--- src/rtl/cdr_seq_pkg.sv ---
package cdr_seq_pkg;

  typedef enum logic [2:0] {
    ST_IDLE      = 3'd0,
    ST_ASSERT    = 3'd1,
    ST_REF_WAIT  = 3'd2,
    ST_LTD_DWELL = 3'd3,
    ST_REL_WAIT  = 3'd4,
    ST_LOCKED    = 3'd5,
    ST_ERROR     = 3'd6
  } seq_state_e;

  // Round a duration in ns up to whole cycles of a clk_mhz clock, at least one.
  function automatic int unsigned ns_to_cycles(input int unsigned clk_mhz,
                                               input int unsigned dur_ns);
    logic [63:0] prod;
    prod = 64'(clk_mhz) * 64'(dur_ns);
    prod = (prod + 64'd999) / 64'd1000;
    if (prod == 64'd0) prod = 64'd1;
    return prod[31:0];
  endfunction

endpackage

--- src/rtl/cdr_sync_bank.sv ---
module cdr_sync_bank #(
  parameter int WIDTH  = 4,
  parameter int STAGES = 2
) (
  input  logic             clk,
  input  logic             rst,
  input  logic [WIDTH-1:0] async_in,
  output logic [WIDTH-1:0] sync_out
);

  logic [WIDTH-1:0] pipe_q [STAGES];

  genvar s;
  generate
    for (s = 0; s < STAGES; s++) begin : g_stage
      if (s == 0) begin : g_first
        always_ff @(posedge clk) begin
          if (rst) pipe_q[0] <= '0;
          else     pipe_q[0] <= async_in;
        end
      end else begin : g_next
        always_ff @(posedge clk) begin
          if (rst) pipe_q[s] <= '0;
          else     pipe_q[s] <= pipe_q[s-1];
        end
      end
    end
  endgenerate

  assign sync_out = pipe_q[STAGES-1];

endmodule

--- src/rtl/cdr_dwell_timer.sv ---
module cdr_dwell_timer #(
  parameter int LIMIT = 16
) (
  input  logic clk,
  input  logic rst,
  input  logic clr,
  input  logic run,
  output logic hit
);

  localparam int W = (LIMIT < 2) ? 1 : $clog2(LIMIT + 1);
  localparam logic [W-1:0] LAST = W'(LIMIT - 1);

  logic [W-1:0] cnt_q;

  assign hit = run && (cnt_q == LAST);

  always_ff @(posedge clk) begin
    if (rst || clr)        cnt_q <= '0;
    else if (run && !hit)  cnt_q <= cnt_q + 1'b1;
  end


  cnt_bound_chk: assert property (@(posedge clk) disable iff (rst)
    cnt_q <= LAST);

endmodule

--- src/rtl/cdr_seq_fsm.sv ---
module cdr_seq_fsm
  import cdr_seq_pkg::*;
#(
  parameter int REF_CYC   = 1500,
  parameter int DWELL_CYC = 400,
  parameter int ACK_CYC   = 2048
) (
  input  logic       clk,
  input  logic       rst,
  input  logic       start_req,
  input  logic       cal_busy_s,
  input  logic       lock_ref_s,
  input  logic       lock_data_s,
  input  logic       ack_s,
  output logic       set_lock_ref,
  output logic       set_lock_data,
  output logic       rx_dreset,
  output logic       rx_ready,
  output logic       seq_busy,
  output logic       seq_error,
  output logic [2:0] seq_state
);

  seq_state_e state_q, state_d;
  logic lref_q, lref_d, ldata_q, ldata_d, dres_q, dres_d, rdy_q, rdy_d;
  logic busy_q, err_q;

  logic ref_run, dwell_run, ack_run;
  logic ref_hit, dwell_hit, ack_hit;
  logic start_ok;

  assign ref_run   = (state_q == ST_REF_WAIT) && lock_ref_s;
  assign dwell_run = (state_q == ST_LTD_DWELL);
  assign ack_run   = (state_q == ST_ASSERT) || (state_q == ST_REL_WAIT);
  assign start_ok  = start_req && !cal_busy_s;

  cdr_dwell_timer #(.LIMIT(REF_CYC)) u_ref_tmr (
    .clk(clk), .rst(rst), .clr(!ref_run), .run(ref_run), .hit(ref_hit));

  cdr_dwell_timer #(.LIMIT(DWELL_CYC)) u_dwell_tmr (
    .clk(clk), .rst(rst), .clr(!dwell_run), .run(dwell_run), .hit(dwell_hit));

  cdr_dwell_timer #(.LIMIT(ACK_CYC)) u_ack_tmr (
    .clk(clk), .rst(rst), .clr(!ack_run), .run(ack_run), .hit(ack_hit));

  always_comb begin
    state_d = state_q;
    lref_d  = lref_q;
    ldata_d = ldata_q;
    dres_d  = dres_q;
    rdy_d   = rdy_q;
    unique case (state_q)
      ST_IDLE: begin
        rdy_d = lock_data_s;
        if (start_ok) begin
          state_d = ST_ASSERT;
          lref_d  = 1'b1;
          dres_d  = 1'b1;
          ldata_d = 1'b0;
        end
      end
      ST_ASSERT: begin
        if (ack_s) begin
          rdy_d   = 1'b0;
          state_d = ST_REF_WAIT;
        end else if (ack_hit) begin
          rdy_d   = 1'b0;
          state_d = ST_ERROR;
        end
      end
      ST_REF_WAIT: begin
        if (ref_hit) begin
          ldata_d = 1'b1;
          state_d = ST_LTD_DWELL;
        end
      end
      ST_LTD_DWELL: begin
        if (dwell_hit) begin
          dres_d  = 1'b0;
          state_d = ST_REL_WAIT;
        end
      end
      ST_REL_WAIT: begin
        if (!ack_s && lock_data_s) begin
          rdy_d   = 1'b1;
          state_d = ST_LOCKED;
        end else if (ack_hit) begin
          dres_d  = 1'b1;
          rdy_d   = 1'b0;
          state_d = ST_ERROR;
        end
      end
      ST_LOCKED: begin
      end
      ST_ERROR: begin
        dres_d = 1'b1;
        rdy_d  = 1'b0;
        if (start_ok) begin
          state_d = ST_ASSERT;
          lref_d  = 1'b1;
          ldata_d = 1'b0;
        end
      end
      default: state_d = ST_IDLE;
    endcase
  end

  always_ff @(posedge clk) begin
    if (rst) begin
      state_q <= ST_IDLE;
      lref_q  <= 1'b0;
      ldata_q <= 1'b0;
      dres_q  <= 1'b0;
      rdy_q   <= 1'b0;
      busy_q  <= 1'b0;
      err_q   <= 1'b0;
    end else begin
      state_q <= state_d;
      lref_q  <= lref_d;
      ldata_q <= ldata_d;
      dres_q  <= dres_d;
      rdy_q   <= rdy_d;
      busy_q  <= (state_d == ST_ASSERT) || (state_d == ST_REF_WAIT) ||
                 (state_d == ST_LTD_DWELL) || (state_d == ST_REL_WAIT);
      err_q   <= (state_d == ST_ERROR);
    end
  end

  assign set_lock_ref  = lref_q;
  assign set_lock_data = ldata_q;
  assign rx_dreset     = dres_q;
  assign rx_ready      = rdy_q;
  assign seq_busy      = busy_q;
  assign seq_error     = err_q;
  assign seq_state     = state_q;


  lockref_first_chk: assert property (@(posedge clk) disable iff (rst)
    dres_q |-> lref_q);


  ready_drop_chk: assert property (@(posedge clk) disable iff (rst)
    (state_q == ST_REF_WAIT && $past(state_q) == ST_ASSERT) |-> (!rdy_q && $past(ack_s)));


  ltd_after_ref_chk: assert property (@(posedge clk) disable iff (rst)
    $rose(ldata_q) |-> $past(lock_ref_s));


  release_after_ltd_chk: assert property (@(posedge clk) disable iff (rst)
    $fell(dres_q) |-> ldata_q);


  ready_on_ack_low_chk: assert property (@(posedge clk) disable iff (rst)
    (state_q == ST_LOCKED && $past(state_q) == ST_REL_WAIT) |-> (rdy_q && !$past(ack_s)));


  error_holds_reset_chk: assert property (@(posedge clk) disable iff (rst)
    (state_q == ST_ERROR) |-> (dres_q && !rdy_q && err_q));


  locked_sticky_chk: assert property (@(posedge clk) disable iff (rst)
    ($past(state_q) == ST_LOCKED) |-> (state_q == ST_LOCKED));

endmodule

--- src/rtl/cdr_manual_lock_seq.sv ---
module cdr_manual_lock_seq
  import cdr_seq_pkg::*;
#(
  parameter int CLK_MHZ         = 100,
  parameter int REF_STABLE_NS   = 15000,
  parameter int LTD_DWELL_NS    = 4000,
  parameter int ACK_TIMEOUT_CYC = 2048,
  parameter int SYNC_STAGES     = 2
) (
  input  logic       clk,
  input  logic       rst,
  input  logic       start_req,
  input  logic       cal_busy_in,
  input  logic       lock_ref_in,
  input  logic       lock_data_in,
  input  logic       dreset_ack_in,
  output logic       set_lock_ref,
  output logic       set_lock_data,
  output logic       rx_dreset,
  output logic       rx_ready,
  output logic       seq_busy,
  output logic       seq_error,
  output logic [2:0] seq_state
);

  localparam int REF_CYC   = int'(ns_to_cycles(CLK_MHZ, REF_STABLE_NS));
  localparam int DWELL_CYC = int'(ns_to_cycles(CLK_MHZ, LTD_DWELL_NS));
  localparam int ACK_CYC   = (ACK_TIMEOUT_CYC < 1) ? 1 : ACK_TIMEOUT_CYC;
  localparam int NSTAT     = 4;

  logic [NSTAT-1:0] stat_raw, stat_sync;

  assign stat_raw = {cal_busy_in, lock_ref_in, lock_data_in, dreset_ack_in};

  cdr_sync_bank #(.WIDTH(NSTAT), .STAGES(SYNC_STAGES)) u_sync (
    .clk(clk), .rst(rst), .async_in(stat_raw), .sync_out(stat_sync));

  cdr_seq_fsm #(
    .REF_CYC(REF_CYC), .DWELL_CYC(DWELL_CYC), .ACK_CYC(ACK_CYC)
  ) u_fsm (
    .clk(clk), .rst(rst), .start_req(start_req),
    .cal_busy_s(stat_sync[3]), .lock_ref_s(stat_sync[2]),
    .lock_data_s(stat_sync[1]), .ack_s(stat_sync[0]),
    .set_lock_ref(set_lock_ref), .set_lock_data(set_lock_data),
    .rx_dreset(rx_dreset), .rx_ready(rx_ready),
    .seq_busy(seq_busy), .seq_error(seq_error), .seq_state(seq_state));

endmodule

--- config.mk ---
export PLATFORM = sky130hd
export DESIGN_NAME = cdr_manual_lock_seq
export DESIGN_NICKNAME = d
export VERILOG_FILES = /design/src/rtl/cdr_seq_pkg.sv /design/src/rtl/cdr_sync_bank.sv /design/src/rtl/cdr_dwell_timer.sv /design/src/rtl/cdr_seq_fsm.sv /design/src/rtl/cdr_manual_lock_seq.sv
export SDC_FILE = /design/constraint.sdc
export NUM_CORES = 1
export LEC_CHECK = 0
export ABC_AREA = 1
export BUFFER_PORTS_ARGS = -buffer_cell sky130_fd_sc_hd__buf_4
export CORE_MARGIN = 4
export CORE_UTILIZATION = 40
export DETAILED_ROUTE_END_ITERATION = 10
export PLACE_DENSITY_LB_ADDON = 0.3
export SLEW_MARGIN = 10
export SYNTH_ARGS = -nofsm -noshare
export SYNTH_HDL_FRONTEND = slang
export SYNTH_HIERARCHICAL = 1
export SYNTH_SLANG_ARGS = --single-unit
--- constraint.sdc ---
create_clock -name clk -period 2.83 [get_ports clk]
set_input_delay 0.566 -clock clk [delete_from_list [all_inputs] [get_ports clk]]
set_output_delay 0.566 -clock clk [all_outputs]
set_load 0.02 [all_outputs]
==> results.yml, run 1 <==
layout:
  stdcell_count: 493
  drive_gt1_share_pct: 15.1
  multi_input_area_um2: 1440
  ff_latch_area_um2: 981
  post-route-util_pct: 46.1
  syn2layout_area_growth_pct: 10.9
  diodes: 0
  fin_nets: 425
  fillers: 656
synth:
  ys.warnings.count: 6
  synth_cell_type_count: 31
  synth_commonest_cells: "nand2_1, nor2_1, dfxtp_1, inv_1, nand3_1"
  ys_seq_area_share_pct: 36.7
  yosys.area.top_type_share_pct: 36.7
  avgSynthCellArea_um2: 6.73
  synth.most_common_cell: "nand2_1"
  ys_async_sr_fraction_pct: 0
  synth_nets: 407
  synthCells: 397
  synth_flop_cell: "dfxtp_1"
  synth_area_um2: 2670
  synth.area.top_cells: "dfxtp_1, nand2_1, nor2_1, inv_1, nand3_1"
  synth_edf_count: 0
  ys_seq_elements: 49
  synth_top_area_cell: "dfxtp_1"
floorplan:
  die_area_um2: 8050
  core_area_um2: 6420
  row_count: 29
  die_y_um: 89.7
  start_util_pct: 41.6
  dieWidth_um: 89.7
  pin_count: 16
worst_setup_path:
  reg2reg_slack_ps: 280
  worstPathMaxFanout: 7
  cp-end-kind: "flop"
  cp.required_ps: 3040
  arrival_ps: 2760
  start_kind: "flop"
  crit_type: "reg2reg"
route:
  wl_per_cell_um: 10.8
  wirelength_um: 5330
  ant_nets: 0
  vias: 2389
  viasPerCell: 4.85
  drtIter0Drc: 62
  drt-pass1-iter-count: 4
  drc: 0
sta:
  hold_ws_ps: 405
  hold_viol: 0
  setup_viol: 0
  fmax_mhz: 392
  final_max_slew_viol_count: 0
  period_minus_slack_ps: 2550
  finClkSkew_ps: 7.45
  maxSlewHeadroom_pct: 48.8
  worst_pin_slew_ps: 765
  finalCritPeriodShare_pct: 90.2
  fin_ws_ps: 279
run_status:
  status: "finished clean"
cts:
  cts_tree: "built"
  clock_sinks: 49
  clockBufferDepth: 2
  cts.repair.resized: 0
  clkLatencyLatePin_ps: 300
  cts.hold.buffers_added: 0
  clk_transition_reported_paths_ps: 90
  cts-root-buf: "clkbuf_8"
  h-tree-depth: 2
  cts_made_buffers: 5
  post_cts_buffers: 0
pwr:
  power_leakage_uw: 0.00119
  pwr-share-comb_pct: 7.6
  seqPwrFrac_pct: 53.3
  pwr-share-clk_pct: 39.1
  intPower_uw: 1030
  p_total_uw: 1340
  power_density_nw_per_um2: 453
  peakVddDrop_mv: 0.321
  p_sw_uw: 312
  switching_share_pct: 23.3
grt:
  grt_pass1_vias: 2189
  grt_pass1_wl_um: 9520
  overflow: 0
  grt_use_total_pct: 13.9
  grt_max_degree: 19
  antenna_found_initial: 0
place:
  gp_congestion: 0.886
  io_buffers: 15
  place_ws_ps: 284
  dpl.hpwl_um: 3910
  dp.cells: 485
run:
  cap_violations: 0
worst_hold_path:
  min_path_type: "reg2reg"
[final timing paths]
path                        from                   to  cells after the start
max           u_fsm/seq_state[2]       u_fsm/seq_busy                     16
min          u_sync/pipe_q[0][1]  u_sync/pipe_q[1][1]                      2
max reg2reg   u_fsm/seq_state[2]       u_fsm/seq_busy                     16
min reg2reg  u_sync/pipe_q[0][1]  u_sync/pipe_q[1][1]                      2
[layout make-up]
class,count,share of cell area [%]
clock inverter,1,1.01
clock buffer,7,2.92
tap,77,3.25
timing repair buffer,16,4.06
inverter,55,6.97
multi-input combinational,288,48.6
sequential,49,33.1
[power by group through the flow]
stage / combinational, uW / clock (uW) / sequential, uW
2_1_floorplan: 68.0 / 0 / 734
3_3_place_gp: 101 / 0 / 731
3_5_place_dp: 102 / 0 / 731
4_1_cts: 102 / 544 / 715
5_1_grt: 115 / 567 / 717
6_report: 102 / 525 / 715
[metal layers]
layer,wire [um],global-route usage [%],vias to the layer above
met1,2630,17.5,1058
met3,186,2.92,8
met5,0,0,-
li1,-,-,1292
met4,82,5.11,0
met2,2430,23.5,31
[registers in the layout, summed over array words and instances, names as in the netlist]
name	flops
u_fsm/rx_dreset	1
u_fsm/rx_ready	1
u_fsm/seq_busy	1
u_fsm/seq_error	1
u_fsm/seq_state	3
u_fsm/set_lock_data	1
u_fsm/set_lock_ref	1
u_fsm/u_ack_tmr/cnt_q	12
u_fsm/u_dwell_tmr/cnt_q	9
u_fsm/u_ref_tmr/cnt_q	11
u_sync/pipe_q	8
[through the flow]
step | TNS [ps] | instance area, um2
2_1_floorplan | 0 | 2670
3_5_place_dp | 0 | 2840
3_3_place_gp | 0 | 2840
6_report | 0 | 2960
4_1_cts | 0 | 2950
5_1_grt | -0.975 | 2960
[kinds of logic (layout without fill, tap and decap cells)]
| kind of cell | Yosys count | count (layout) | synth area share, % |
|---|---|---|---|
| simple gates | 247 | 247 | 44.6 |
| buf+inv | 60 | 79 | 9.56 |
| flops | 49 | 49 | 36.7 |
| compound gates | 34 | 34 | 6.42 |
| xor+xnor | 4 | 4 | 1.31 |
| fa+ha+maj | 3 | 3 | 1.41 |
[critical path: stages (launching register included)]
cell and delay, ps:
dfxtp_1 410, nor2_2 240, nand2_1 110, clkinv_1 100, nor2_1 60, inv_1 170, inv_1 160, nor4_2 510
inv_1 130, nor2_1 140, nand2_1 90, nand2_1 60, nor2_1 60, nand2_1 80, nand2_1 50, nand2_1 70
nor2_2 30
[cell usage in the layout (no fill, tap or decap)]
cell type,netlist,layout
nor3_2,1,1
o21ai_1,1,1
nor3_4,1,1
a31oi_1,1,1
ha_1,3,3
inv_2,4,4
nor4_2,0,1
o21ai_0,7,7
buf_4,2,16
nand4_1,7,7
xor2_1,3,3
nand2_2,8,8
nor2_1,72,72
nand3b_1,6,6
nand3_1,31,31
nor3b_1,1,1
nor2_4,3,3
bufinv_16,0,1
nand2_1,89,89
nand2_4,1,1
nor2_2,12,12
clkbuf_1,0,1
nor3_1,3,3
and3_1,2,2
nand3_2,7,7
clkbuf_8,0,6
xnor2_1,1,1
nand4_2,1,1
clkinv_1,2,2
dfxtp_1,49,49
inv_1,49,49
nand4_4,1,1
a21oi_1,25,25
Note: power is estimated with default switching activity, not from simulation.
==> run 2: changes to the inputs <==
--- a/config.mk
+++ b/config.mk
@@ -9,6 +9,7 @@
 export BUFFER_PORTS_ARGS = -buffer_cell sky130_fd_sc_hd__buf_4
 export CORE_MARGIN = 4
 export CORE_UTILIZATION = 40
+export CTS_BUF_LIST = sky130_fd_sc_hd__clkbuf_4 sky130_fd_sc_hd__clkbuf_8
 export DETAILED_ROUTE_END_ITERATION = 10
 export PLACE_DENSITY_LB_ADDON = 0.3
 export SLEW_MARGIN = 10
==> results.yml, run 2 (synthesis results as in run 1) <==
route:
  wl_per_cell_um: 10.8
  drt-pass1-iter-count: 4
  vias: 2406
  wirelength_um: 5350
  viasPerCell: 4.88
  drc: 0
  ant_nets: 0
  drtIter0Drc: 61
layout:
  stdcell_count: 493
  final_cell_mix: "nand2_1, nor2_1, inv_1, dfxtp_1, nand3_1"
  biggestRegsByFlops: "u_fsm/u_ack_tmr/cnt_q (12), u_fsm/u_ref_tmr/cnt_q (11), u_fsm/u_dwell_tmr/cnt_q (9)"
  drive_gt1_share_pct: 15.4
  final_common_cell: "nand2_1"
  top_register: "u_fsm/u_ack_tmr/cnt_q"
  diodes: 0
  syn2layout_area_growth_pct: 11.0
  fin_nets: 425
  largest_reg_flops: 12
sta:
  finalSetupTns_ps: 0
  period_minus_slack_ps: 2550
  finClkSkew_ps: 8.13
  hold_ws_ps: 405
  maxSlewHeadroom_pct: 48.5
  worst_pin_slew_ps: 769
  final_max_slew_viol_count: 0
  finalCritPeriodShare_pct: 90.2
  fmax_mhz: 392
  setup_viol: 0
  hold_viol: 0
floorplan:
  die_area_um2: 8050
  row_count: 29
  core_area_um2: 6420
  pin_count: 16
  start_util_pct: 41.6
  dieWidth_um: 89.7
  die_y_um: 89.7
place:
  dpl.hpwl_um: 3910
  dp.cells: 485
  gp_congestion: 0.886
  io_buffers: 15
grt:
  grt_max_degree: 19
  grt_use_total_pct: 13.9
  grt_pass1_vias: 2189
  grt_pass1_wl_um: 9520
  overflow: 0
  antenna_found_initial: 0
cts:
  cts_tree: "built"
  cts-root-buf: "clkbuf_8"
  cts.repair.resized: 0
  cts_made_buffers: 5
  post_cts_buffers: 0
  clock_sinks: 49
  cts.hold.buffers_added: 0
  h-tree-depth: 2
  clkLatencyLatePin_ps: 310
  clk_transition_reported_paths_ps: 90
  clockBufferDepth: 2
worst_setup_path:
  arrival_ps: 2770
  cp-end-kind: "flop"
  worstPathMaxFanout: 7
  start_kind: "flop"
  crit_type: "reg2reg"
  cp.required_ps: 3040
pwr:
  peakVddDrop_mv: 0.326
  power_leakage_uw: 0.00119
  power_density_nw_per_um2: 456
run_status:
  status: "finished clean"
worst_hold_path:
  min_path_type: "reg2reg"
run:
  cap_violations: 0
==> run 2: cell counts in the layout (fill, tap and decap cells not counted) <==
Identical to the previous run, type by type.
==> run 2: worst max-delay path, stage by stage (launching register included) <==
cell      delay (ps)
dfxtp_1          410
nor2_2           240
nand2_1          110
clkinv_1         100
nor2_1            60
inv_1            170
inv_1            160
nor4_2           510
inv_1            130
nor2_1           140
nand2_1           90
nand2_1           60
nor2_1            60
nand2_1           80
nand2_1           50
nand2_1           70
nor2_2            30
==> run 2: path summary, 6_finish.rpt <==
check                                         start                  end  slack (ps)  cells after the start
worst min-delay path            u_sync/pipe_q[0][1]  u_sync/pipe_q[1][1]         410                      2
worst max register to register   u_fsm/seq_state[2]       u_fsm/seq_busy         280                     16
worst min register to register  u_sync/pipe_q[0][1]  u_sync/pipe_q[1][1]         410                      2
worst max-delay path             u_fsm/seq_state[2]       u_fsm/seq_busy         280                     16
==> run 2: final cells by class <==
| type | instances | area, um2 |
|---|---|---|
| tap | 77 | 96.3 |
| timing repair buffer | 16 | 120 |
| sequential | 49 | 981 |
| clock buffer | 7 | 90.1 |
| fill | 656 | 3460 |
| inverter | 55 | 206 |
| multi-input combinational | 288 | 1440 |
| clock inverter | 1 | 30.0 |
==> run 2: stage by stage <==
stage | utilization (%) | area [um2] | total power [uW] | worst slack, ps
final | 46.2 | 2960 | 1350 | 276
after global routing | 46.2 | 2960 | 1410 | -1.04
after CTS | 46.1 | 2960 | 1370 | 173
after detailed placement | 44.2 | 2840 | 833 | 284
after global placement | 44.2 | 2840 | 832 | 409
after floorplan | - | 2670 | 802 | 485
==> run 2: per-layer routing <==
metal | global-route usage (%) | vias to the layer above | routed length (um)
li1 | - | 1292 | -
met1 | 17.5 | 1070 | 2640
met2 | 23.5 | 37 | 2450
met3 | 2.92 | 7 | 189
met4 | 5.11 | 0 | 70
met5 | 0 | - | 0
==> run 2: power by group <==
| part | total (uW) | internal (uW) | switching (uW) |
|---|---|---|---|
| clock network | 535 | 298 | 237 |
| registers | 715 | 703 | 12.0 |
| logic | 102 | 38.1 | 63.8 |
